<file path="src/rtl/vnic_pkg.sv">
package vnic_pkg;
  localparam int unsigned PRIO_W = 3;
  localparam int unsigned CFG_W  = PRIO_W + 2;

  // word offsets above the per-line config and vector blocks
  localparam int unsigned OFS_IVEC    = 0;
  localparam int unsigned OFS_FVEC    = 1;
  localparam int unsigned OFS_EN_SET  = 2;
  localparam int unsigned OFS_EN_CLR  = 3;
  localparam int unsigned OFS_FRC_SET = 4;
  localparam int unsigned OFS_FRC_CLR = 5;
  localparam int unsigned OFS_EOI     = 6;
  localparam int unsigned OFS_CTRL    = 7;
  localparam int unsigned OFS_SPUR    = 8;
  localparam int unsigned OFS_PEND    = 9;
  localparam int unsigned OFS_ECLR    = 10;

  typedef struct packed {
    logic              inv;
    logic              edge_md;
    logic [PRIO_W-1:0] prio;
  } src_cfg_t;
endpackage

</file>
<file path="src/rtl/vnic_src_cell.sv">
module vnic_src_cell (
  input  logic clk_i,
  input  logic rst_ni,
  input  logic src_i,
  input  logic edge_i,
  input  logic inv_i,
  input  logic clr_i,
  output logic pend_o
);
  logic prev_q, latch_q, hit;

  // edge detect on the raw line so a polarity change cannot fake an edge
  assign hit = inv_i ? (prev_q & ~src_i) : (src_i & ~prev_q);

  always_ff @(posedge clk_i or negedge rst_ni) begin
    if (!rst_ni) begin
      prev_q  <= 1'b0;
      latch_q <= 1'b0;
    end else begin
      prev_q <= src_i;
      if (edge_i && hit)         latch_q <= 1'b1;
      else if (clr_i || !edge_i) latch_q <= 1'b0;
    end
  end

  assign pend_o = edge_i ? latch_q : (src_i ^ inv_i);
endmodule

</file>
<file path="src/rtl/vnic_arbiter.sv">
module vnic_arbiter #(
  parameter int unsigned NUM_SRC = 32,
  parameter int unsigned PRIO_W  = 3,
  parameter int unsigned IDX_W   = 5
) (
  input  logic [NUM_SRC-1:0]        cand_i,
  input  logic [NUM_SRC*PRIO_W-1:0] prio_i,
  output logic                      valid_o,
  output logic [IDX_W-1:0]          idx_o,
  output logic [PRIO_W-1:0]         prio_o
);
  always_comb begin
    logic              found;
    logic [IDX_W-1:0]  best_idx;
    logic [PRIO_W-1:0] best_prio;
    found     = 1'b0;
    best_idx  = '0;
    best_prio = '0;
    // strict compare keeps the lowest index on a tie
    for (int i = 0; i < NUM_SRC; i++) begin
      if (cand_i[i] && (!found || prio_i[i*PRIO_W +: PRIO_W] > best_prio)) begin
        found     = 1'b1;
        best_idx  = IDX_W'(i);
        best_prio = prio_i[i*PRIO_W +: PRIO_W];
      end
    end
    valid_o = found;
    idx_o   = best_idx;
    prio_o  = best_prio;
  end
endmodule

</file>
<file path="src/rtl/vnic_prio_stack.sv">
module vnic_prio_stack #(
  parameter int unsigned DEPTH  = 8,
  parameter int unsigned PRIO_W = 3,
  parameter int unsigned CNT_W  = 4
) (
  input  logic              clk_i,
  input  logic              rst_ni,
  input  logic              push_i,
  input  logic              pop_i,
  input  logic [PRIO_W-1:0] prio_i,
  output logic [PRIO_W-1:0] top_o,
  output logic [CNT_W-1:0]  cnt_o
);
  localparam int unsigned PTR_W = (DEPTH > 1) ? $clog2(DEPTH) : 1;

  logic [PRIO_W-1:0] mem_q [DEPTH];
  logic [CNT_W-1:0]  cnt_q;
  logic              can_push;

  assign can_push = push_i && (cnt_q < CNT_W'(DEPTH));

  always_ff @(posedge clk_i or negedge rst_ni) begin
    if (!rst_ni)                    cnt_q <= '0;
    else if (can_push)              cnt_q <= cnt_q + 1'b1;
    else if (pop_i && cnt_q != '0) cnt_q <= cnt_q - 1'b1;
  end

  always_ff @(posedge clk_i) begin
    if (can_push) mem_q[PTR_W'(cnt_q)] <= prio_i;
  end

  assign top_o = (cnt_q == '0) ? '0 : mem_q[PTR_W'(cnt_q - 1'b1)];
  assign cnt_o = cnt_q;
endmodule

</file>
<file path="src/rtl/vnic_top.sv">
module vnic_top
  import vnic_pkg::*;
#(
  parameter int unsigned NUM_SRC = 32,
  parameter int unsigned DEPTH   = 8,
  parameter int unsigned DATA_W  = 32,
  parameter int unsigned ADDR_W  = 7
) (
  input  logic               clk_i,
  input  logic               rst_ni,
  input  logic [NUM_SRC-1:0] src_i,
  input  logic               wr_en_i,
  input  logic               rd_en_i,
  input  logic [ADDR_W-1:0]  addr_i,
  input  logic [DATA_W-1:0]  wdata_i,
  output logic [DATA_W-1:0]  rdata_o,
  output logic               irq_o,
  output logic               fiq_o,
  output logic               wake_o
);
  localparam int unsigned IDX_W     = $clog2(NUM_SRC);
  localparam int unsigned CNT_W     = $clog2(DEPTH + 1);
  localparam int unsigned CTRL_BASE = 2 * NUM_SRC;
  localparam logic [ADDR_W-1:0] A_IVEC    = ADDR_W'(CTRL_BASE + OFS_IVEC);
  localparam logic [ADDR_W-1:0] A_FVEC    = ADDR_W'(CTRL_BASE + OFS_FVEC);
  localparam logic [ADDR_W-1:0] A_EN_SET  = ADDR_W'(CTRL_BASE + OFS_EN_SET);
  localparam logic [ADDR_W-1:0] A_EN_CLR  = ADDR_W'(CTRL_BASE + OFS_EN_CLR);
  localparam logic [ADDR_W-1:0] A_FRC_SET = ADDR_W'(CTRL_BASE + OFS_FRC_SET);
  localparam logic [ADDR_W-1:0] A_FRC_CLR = ADDR_W'(CTRL_BASE + OFS_FRC_CLR);
  localparam logic [ADDR_W-1:0] A_EOI     = ADDR_W'(CTRL_BASE + OFS_EOI);
  localparam logic [ADDR_W-1:0] A_CTRL    = ADDR_W'(CTRL_BASE + OFS_CTRL);
  localparam logic [ADDR_W-1:0] A_SPUR    = ADDR_W'(CTRL_BASE + OFS_SPUR);
  localparam logic [ADDR_W-1:0] A_PEND    = ADDR_W'(CTRL_BASE + OFS_PEND);
  localparam logic [ADDR_W-1:0] A_ECLR    = ADDR_W'(CTRL_BASE + OFS_ECLR);
  localparam logic [NUM_SRC-1:0] NORM_MASK = ~NUM_SRC'(1);

  src_cfg_t                  cfg_q [NUM_SRC];
  logic [DATA_W-1:0]         vec_q [NUM_SRC];
  logic [NUM_SRC-1:0]        en_q, frc_q, pend, en_pend, cand, clr;
  logic                      gmask_q, prot_q;
  logic [DATA_W-1:0]         spur_q;
  logic [NUM_SRC*PRIO_W-1:0] prio_flat;
  logic                      in_cfg, in_vec, hit_ivec, eligible, push, pop;
  logic [IDX_W-1:0]          sel_idx, win_idx;
  logic                      win_vld;
  logic [PRIO_W-1:0]         win_prio, top_prio;
  logic [CNT_W-1:0]          stk_cnt;

  assign in_cfg  = addr_i < ADDR_W'(NUM_SRC);
  assign in_vec  = !in_cfg && (addr_i < ADDR_W'(2 * NUM_SRC));
  assign sel_idx = in_cfg ? addr_i[IDX_W-1:0] : IDX_W'(addr_i - ADDR_W'(NUM_SRC));

  always_ff @(posedge clk_i or negedge rst_ni) begin
    if (!rst_ni) begin
      for (int i = 0; i < NUM_SRC; i++) begin
        cfg_q[i] <= '0;
        vec_q[i] <= '0;
      end
      en_q    <= '0;
      frc_q   <= '0;
      gmask_q <= 1'b0;
      prot_q  <= 1'b0;
      spur_q  <= '0;
    end else if (wr_en_i) begin
      if (in_cfg)      cfg_q[sel_idx] <= src_cfg_t'(wdata_i[CFG_W-1:0]);
      else if (in_vec) vec_q[sel_idx] <= wdata_i;
      else begin
        case (addr_i)
          A_EN_SET:  en_q  <= en_q | wdata_i[NUM_SRC-1:0];
          A_EN_CLR:  en_q  <= en_q & ~wdata_i[NUM_SRC-1:0];
          A_FRC_SET: frc_q <= frc_q | (wdata_i[NUM_SRC-1:0] & NORM_MASK);
          A_FRC_CLR: frc_q <= frc_q & ~wdata_i[NUM_SRC-1:0];
          A_CTRL: begin
            gmask_q <= wdata_i[0];
            prot_q  <= wdata_i[1];
          end
          A_SPUR:    spur_q <= wdata_i;
          default: ;
        endcase
      end
    end
  end

  for (genvar g = 0; g < NUM_SRC; g++) begin : g_src
    vnic_src_cell u_cell (
      .clk_i  (clk_i),
      .rst_ni (rst_ni),
      .src_i  (src_i[g]),
      .edge_i (cfg_q[g].edge_md),
      .inv_i  (cfg_q[g].inv),
      .clr_i  (clr[g]),
      .pend_o (pend[g])
    );
    assign prio_flat[g*PRIO_W +: PRIO_W] = cfg_q[g].prio;
  end

  assign en_pend = pend & en_q;
  assign cand    = en_pend & ~frc_q & NORM_MASK;

  vnic_arbiter #(.NUM_SRC(NUM_SRC), .PRIO_W(PRIO_W), .IDX_W(IDX_W)) u_arb (
    .cand_i  (cand),
    .prio_i  (prio_flat),
    .valid_o (win_vld),
    .idx_o   (win_idx),
    .prio_o  (win_prio)
  );

  vnic_prio_stack #(.DEPTH(DEPTH), .PRIO_W(PRIO_W), .CNT_W(CNT_W)) u_stk (
    .clk_i  (clk_i),
    .rst_ni (rst_ni),
    .push_i (push),
    .pop_i  (pop),
    .prio_i (win_prio),
    .top_o  (top_prio),
    .cnt_o  (stk_cnt)
  );

  assign eligible = win_vld && (stk_cnt == '0 || win_prio > top_prio);
  assign hit_ivec = addr_i == A_IVEC;
  // protect mode moves the acknowledge side effect from read to write
  assign push     = hit_ivec && (prot_q ? wr_en_i : rd_en_i) && eligible;
  assign pop      = wr_en_i && addr_i == A_EOI;

  always_comb begin
    clr = '0;
    if (push) clr[win_idx] = 1'b1;
    if (rd_en_i && addr_i == A_FVEC && !prot_q) clr[0] = 1'b1;
    if (wr_en_i && addr_i == A_ECLR) clr = clr | wdata_i[NUM_SRC-1:0];
  end

  assign irq_o  = !gmask_q && eligible;
  assign fiq_o  = !gmask_q && (en_pend[0] || |(en_pend & frc_q & NORM_MASK));
  assign wake_o = |en_pend;

  always_comb begin
    rdata_o = '0;
    if (in_cfg)      rdata_o = DATA_W'(cfg_q[sel_idx]);
    else if (in_vec) rdata_o = vec_q[sel_idx];
    else begin
      case (addr_i)
        A_IVEC:    rdata_o = eligible ? vec_q[win_idx] : spur_q;
        A_FVEC:    rdata_o = vec_q[0];
        A_EN_SET:  rdata_o = DATA_W'(en_q);
        A_FRC_SET: rdata_o = DATA_W'(frc_q);
        A_CTRL:    rdata_o = DATA_W'({prot_q, gmask_q});
        A_SPUR:    rdata_o = spur_q;
        A_PEND:    rdata_o = DATA_W'(pend);
        default: ;
      endcase
    end
  end
endmodule

</file>
<file path="config.mk">
export PLATFORM = sky130hd
export DESIGN_NAME = vnic_top
export DESIGN_NICKNAME = d
export VERILOG_FILES = /design/src/rtl/vnic_pkg.sv /design/src/rtl/vnic_src_cell.sv /design/src/rtl/vnic_arbiter.sv /design/src/rtl/vnic_prio_stack.sv /design/src/rtl/vnic_top.sv
export SDC_FILE = /design/constraint.sdc
export NUM_CORES = 2
export LEC_CHECK = 0
export BUFFER_PORTS_ARGS = -buffer_cell sky130_fd_sc_hd__buf_2
export CORE_UTILIZATION = 60
export CTS_CLUSTER_SIZE = 28
export DETAILED_ROUTE_END_ITERATION = 10
export PLACE_DENSITY_LB_ADDON = 0.3
export SYNTH_ARGS = -nofsm -noshare
export SYNTH_HDL_FRONTEND = slang
export SYNTH_HIERARCHICAL = 1
export SYNTH_SLANG_ARGS = --single-unit
</file>
<file path="constraint.sdc">
create_clock -name clk_i -period 130.9 [get_ports clk_i]
set_input_delay 0 -clock clk_i [delete_from_list [all_inputs] [get_ports clk_i]]
set_output_delay 0 -clock clk_i [all_outputs]
set_load 0.01 [all_outputs]
</file>
==> flow_summary_export.csv <==
group,metric,value,unit
job,cap_violations,0,
status,violations,"negative hold slack",
grt,antenna_found_initial,11,
clock_network,cts_tree,"done",
yosys,yosysWarnings,6,
timing,min_period_over_period,44.02,%
timing,fmax,17.36,MHz
clock_network,cts-htree-levels,4,
detailed_routing,drc,0,
final_layout,fillers,9063,
worst_setup_path,critPathMaxFanout,146,
worst_setup_path,r2r_slack,73.73,ns
timing,hold_viol_final,39,
placed_design,gp_congestion,0.9945,
timing,tightest_slew,1.301,ns
power_and_ir_drop,leakagePower,37.90,nW
clock_network,cts_buffers,142,
yosys,synthTopCellsByArea,"dfrtp_1, mux4_2, mux2_2",
power_and_ir_drop,peakVddDrop,24.46,uV
detailed_routing,vias_per_cell,7.443,
yosys,synthAdderAreaFrac,1.261,%
floorplanning,fp.dieH,359.8,um
detailed_routing,drtIter0Drc,7692,
final_layout,syn_to_final_growth,9.866,%
floorplanning,boundaryPins,110,
final_layout,final_util,66.77,%
timing,setup_tns,0,ns
detailed_routing,vias,56940,
floorplanning,dieArea,129500,um^2
yosys,synth.distinct_cells,106,
yosys,yosys.area.top_type_share,43.98,%
yosys,synth_edf_count,24,
power_and_ir_drop,total_power,1.343,mW
status,status,"finished with violations",
detailed_routing,final_antenna_net_count,0,
detailed_routing,wl_per_cell,33.76,um
yosys,synth_top_family_by_area,"multiplexers",
worst_setup_path,max_stage_delay,0.96,ns
worst_setup_path,cp_data_required_time,130.90,ns
yosys,yosys.area_share.xor_xnor,0.3763,%
worst_setup_path,cp-end-kind,"output port",
grt,gr-total-overflow,0,
yosys,ys_seq_elements,1374,
clock_network,clk_pin_slew,0.06,ns
timing,maxSlewViolCount,0,
grt,grt_max_degree,182,
clock_network,cts_sinks,1374,
detailed_routing,drt-total-wl,258300,um
timing,relSlewSlack,13.30,%
detailed_routing,firstDrtPassIters,6,
floorplanning,core,126400,um^2
worst_setup_path,ff2ff_path_depth,247,
yosys,avgSynthCellArea,12.96,um^2
grt,grt_pass1_vias,56060,
timing,clock-skew-final,0.02926,ns
placed_design,dp_hpwl,157600,um
worst_setup_path,crit_type,"reg -> out",
final_layout,final_nets,6038,
grt,grt_usage,39.93,%
final_layout,layout-drive-gt1-share,32.57,%
min_path,holdCritPathClass,"in -> async",
yosys,synth_ff_type,"dfrtp_1",
timing,rsz0062_at_grt,"no",
yosys,netlist_instances,5928,
grt,grt_pass1_wl,380900,um
yosys,synth.largest_area_cell,"dfrtp_1",
yosys,synthMuxAreaShare,35.53,%
placed_design,io_buffers,109,
worst_setup_path,start_kind,"flop",
placed_design,dp_cells,7293,
floorplanning,core.rowCount,130,
worst_setup_path,reg2reg_to,"g_src[12].u_cell/latch_q$_DFFE_PN0P_",
clock_network,cts-root-buf,"clkbuf_16",
clock_network,cts_resized,0,
worst_setup_path,rr_startpoint,"cfg_q[154]$_DFFE_PN0P_",
worst_setup_path,crit_slowest_cell,"buf_4",
yosys,syn_area,76810,um^2
final_layout,stdcell_count,7650,
floorplanning,die_width,359.8,um
worst_setup_path,arrival,57.62,ns
yosys,yosys.area_share.simple,6.237,%
yosys,async_flop_share,98.25,%
power_and_ir_drop,cellPowerDensity,15.92,nW/um^2
timing,holdWs,-0.01590,ns
timing,setup_viol,0,
yosys,synth_compound_area_share,8.333,%
floorplanning,start_util,60.78,%
clock_network,clk_path_buf_depth,3,
clock_network,insertion_delay,0.79,ns
yosys,seq_area_frac_synth,44.92,%
worst_setup_path,path_common_cell,"ha_1",
timing,fin_crit,57.62,ns
## logic make-up (layout without fill, tap and decap cells)
kind of cell             after synthesis  after routing
buffers and inverters                604            672
flip-flops                          1374           1374
AO/OA/AOI/OAI                        940            940
multiplexers                        1974           1974
adder cells (fa/ha/maj)               78             78
XOR/XNOR                              33             33
AND/OR/NAND/NOR                      924            924
other                                  1              5
## worst max-delay path, delay by kind of cell (launching register included)
family	cells	cell delay, ns
and+or+nand+nor	65	12.15
buffers and inverters	13	3.15
AOI/OAI and AO/OA	123	27.83
muxes	12	3.33
DFF	1	0.43
xor gates and xnor gates	1	0.15
adders and majority gates	32	9.28
## worst max-delay path by stage
stage / depth (start not counted) / to / slack [ns] / from
2_1_floorplan: 248 / g_src[0].u_cell/latch_q$_DFFE_PN0P_ / 84.19 / cfg_q[154]$_DFFE_PN0P_
3_3_place_gp: 245 / g_src[12].u_cell/latch_q$_DFFE_PN0P_ / 76.63 / cfg_q[154]$_DFFE_PN0P_
3_5_place_dp: 244 / g_src[12].u_cell/latch_q$_DFFE_PN0P_ / 75.23 / cfg_q[154]$_DFFE_PN0P_
4_1_cts: 242 / rdata_o[8] / 74.37 / cfg_q[154]$_DFFE_PN0P_
5_1_grt: 243 / rdata_o[8] / 68.66 / cfg_q[154]$_DFFE_PN0P_
6_report: 246 / rdata_o[0] / 73.28 / cfg_q[154]$_DFFE_PN0P_
## synth_stat cells, types with 21 or more instances
| cell type | count |
|---|---|
| and3b_1 | 37 |
| o22ai_1 | 92 |
| edfxtp_1 | 24 |
| buf_2 | 148 |
| nor2b_1 | 63 |
| mux2_2 | 909 |
| clkbuf_1 | 274 |
| a211oi_1 | 27 |
| o211ai_1 | 21 |
| nor3_1 | 47 |
| a221oi_1 | 29 |
| nor4_1 | 24 |
| a22oi_1 | 151 |
| mux2i_1 | 259 |
| nand2_1 | 287 |
| buf_1 | 73 |
| inv_1 | 83 |
| a22o_1 | 30 |
| o31a_1 | 33 |
| o21ai_0 | 117 |
| dfrtp_1 | 1350 |
| nor3b_1 | 33 |
| mux2_1 | 327 |
| a31oi_1 | 90 |
| ha_1 | 75 |
| mux4_2 | 478 |
| nor2_1 | 181 |
| nand3_1 | 83 |
| a21oi_1 | 173 |
| xnor2_1 | 33 |
| nand4_1 | 44 |
## area by class of cell
cell class              count  area [um^2]  area share [%]
multi-input cells        3951        40070           47.48
flip-flops and latches   1374        34500           40.88
clock buffers             216         4359           5.165
repair buffers            333         2597           3.078
well taps                1650         2064           2.446
clock inverters            37        465.4          0.5515
inverters                  86        325.3          0.3855
diodes                      3        7.507        0.008896
## sequential cells by signal, summed over array words and instances, names as in the netlist, named ones only
register              cells
gmask_q                   1
frc_q                     1
u_stk/mem_q              24
g_src.u_cell/prev_q      32
cfg_q                   160
u_stk/cnt_o               4
g_src.u_cell/latch_q     32
spur_q                   32
vec_q                  1024
prot_q                    1
## layer usage
layer / up-vias / part of all wire [%] / track usage, %
li1: 22690 / - / -
met1: 29560 / 38 / 54.62
met2: 3793 / 43 / 57.73
met3: 894 / 12 / 11.19
met4: 8 / 6.5 / 22.22
met5: - / 0.018 / 0.1850
## repair_timing
item                      4_1_cts  5_1_grt
hold buffers                  101        0
setup buffers                   0        0
hold endpoints to repair     1137        0
## stage by stage
step                area (um^2)  worst slack (ns)
floorplan                 76820             84.19
global placement          78530             76.63
detailed placement        78530             75.23
CTS                       84380             74.37
global route              84390             68.66
finish                    84390             73.28
## placed cells by master, fill, tap and decap left out, drive strengths merged, types with 14 or more instances in the layout
cell type / instances
clkinv: 21
o22ai: 92
dlygate4sd3: 100
nand3: 83
nor2b: 63
o211ai: 22
o21a: 19
nor2: 182
a31oi: 91
inv: 91
nor4: 26
clkbuf: 216
xnor2: 33
buf: 233
a22oi: 151
dfrtp: 1350
o221ai: 16
a211oi: 28
mux2: 1237
and2: 19
a22o: 30
mux2i: 259
and3b: 37
nor3b: 35
a21o: 14
nand4: 44
o31a: 33
a21oi: 176
a221oi: 30
ha: 75
o21ai: 139
nand2: 287
edfxtp: 24
nor3: 50
mux4: 478
nand2b: 20
## where the power goes
group / switching [mW] / internal, mW / total (mW)
combinational: 0.251 / 0.177 / 0.428
clock: 0.173 / 0.249 / 0.422
sequential: 0.0317 / 0.461 / 0.493
total: 0.456 / 0.888 / 1.34
Power figures use the tool's default switching activity.
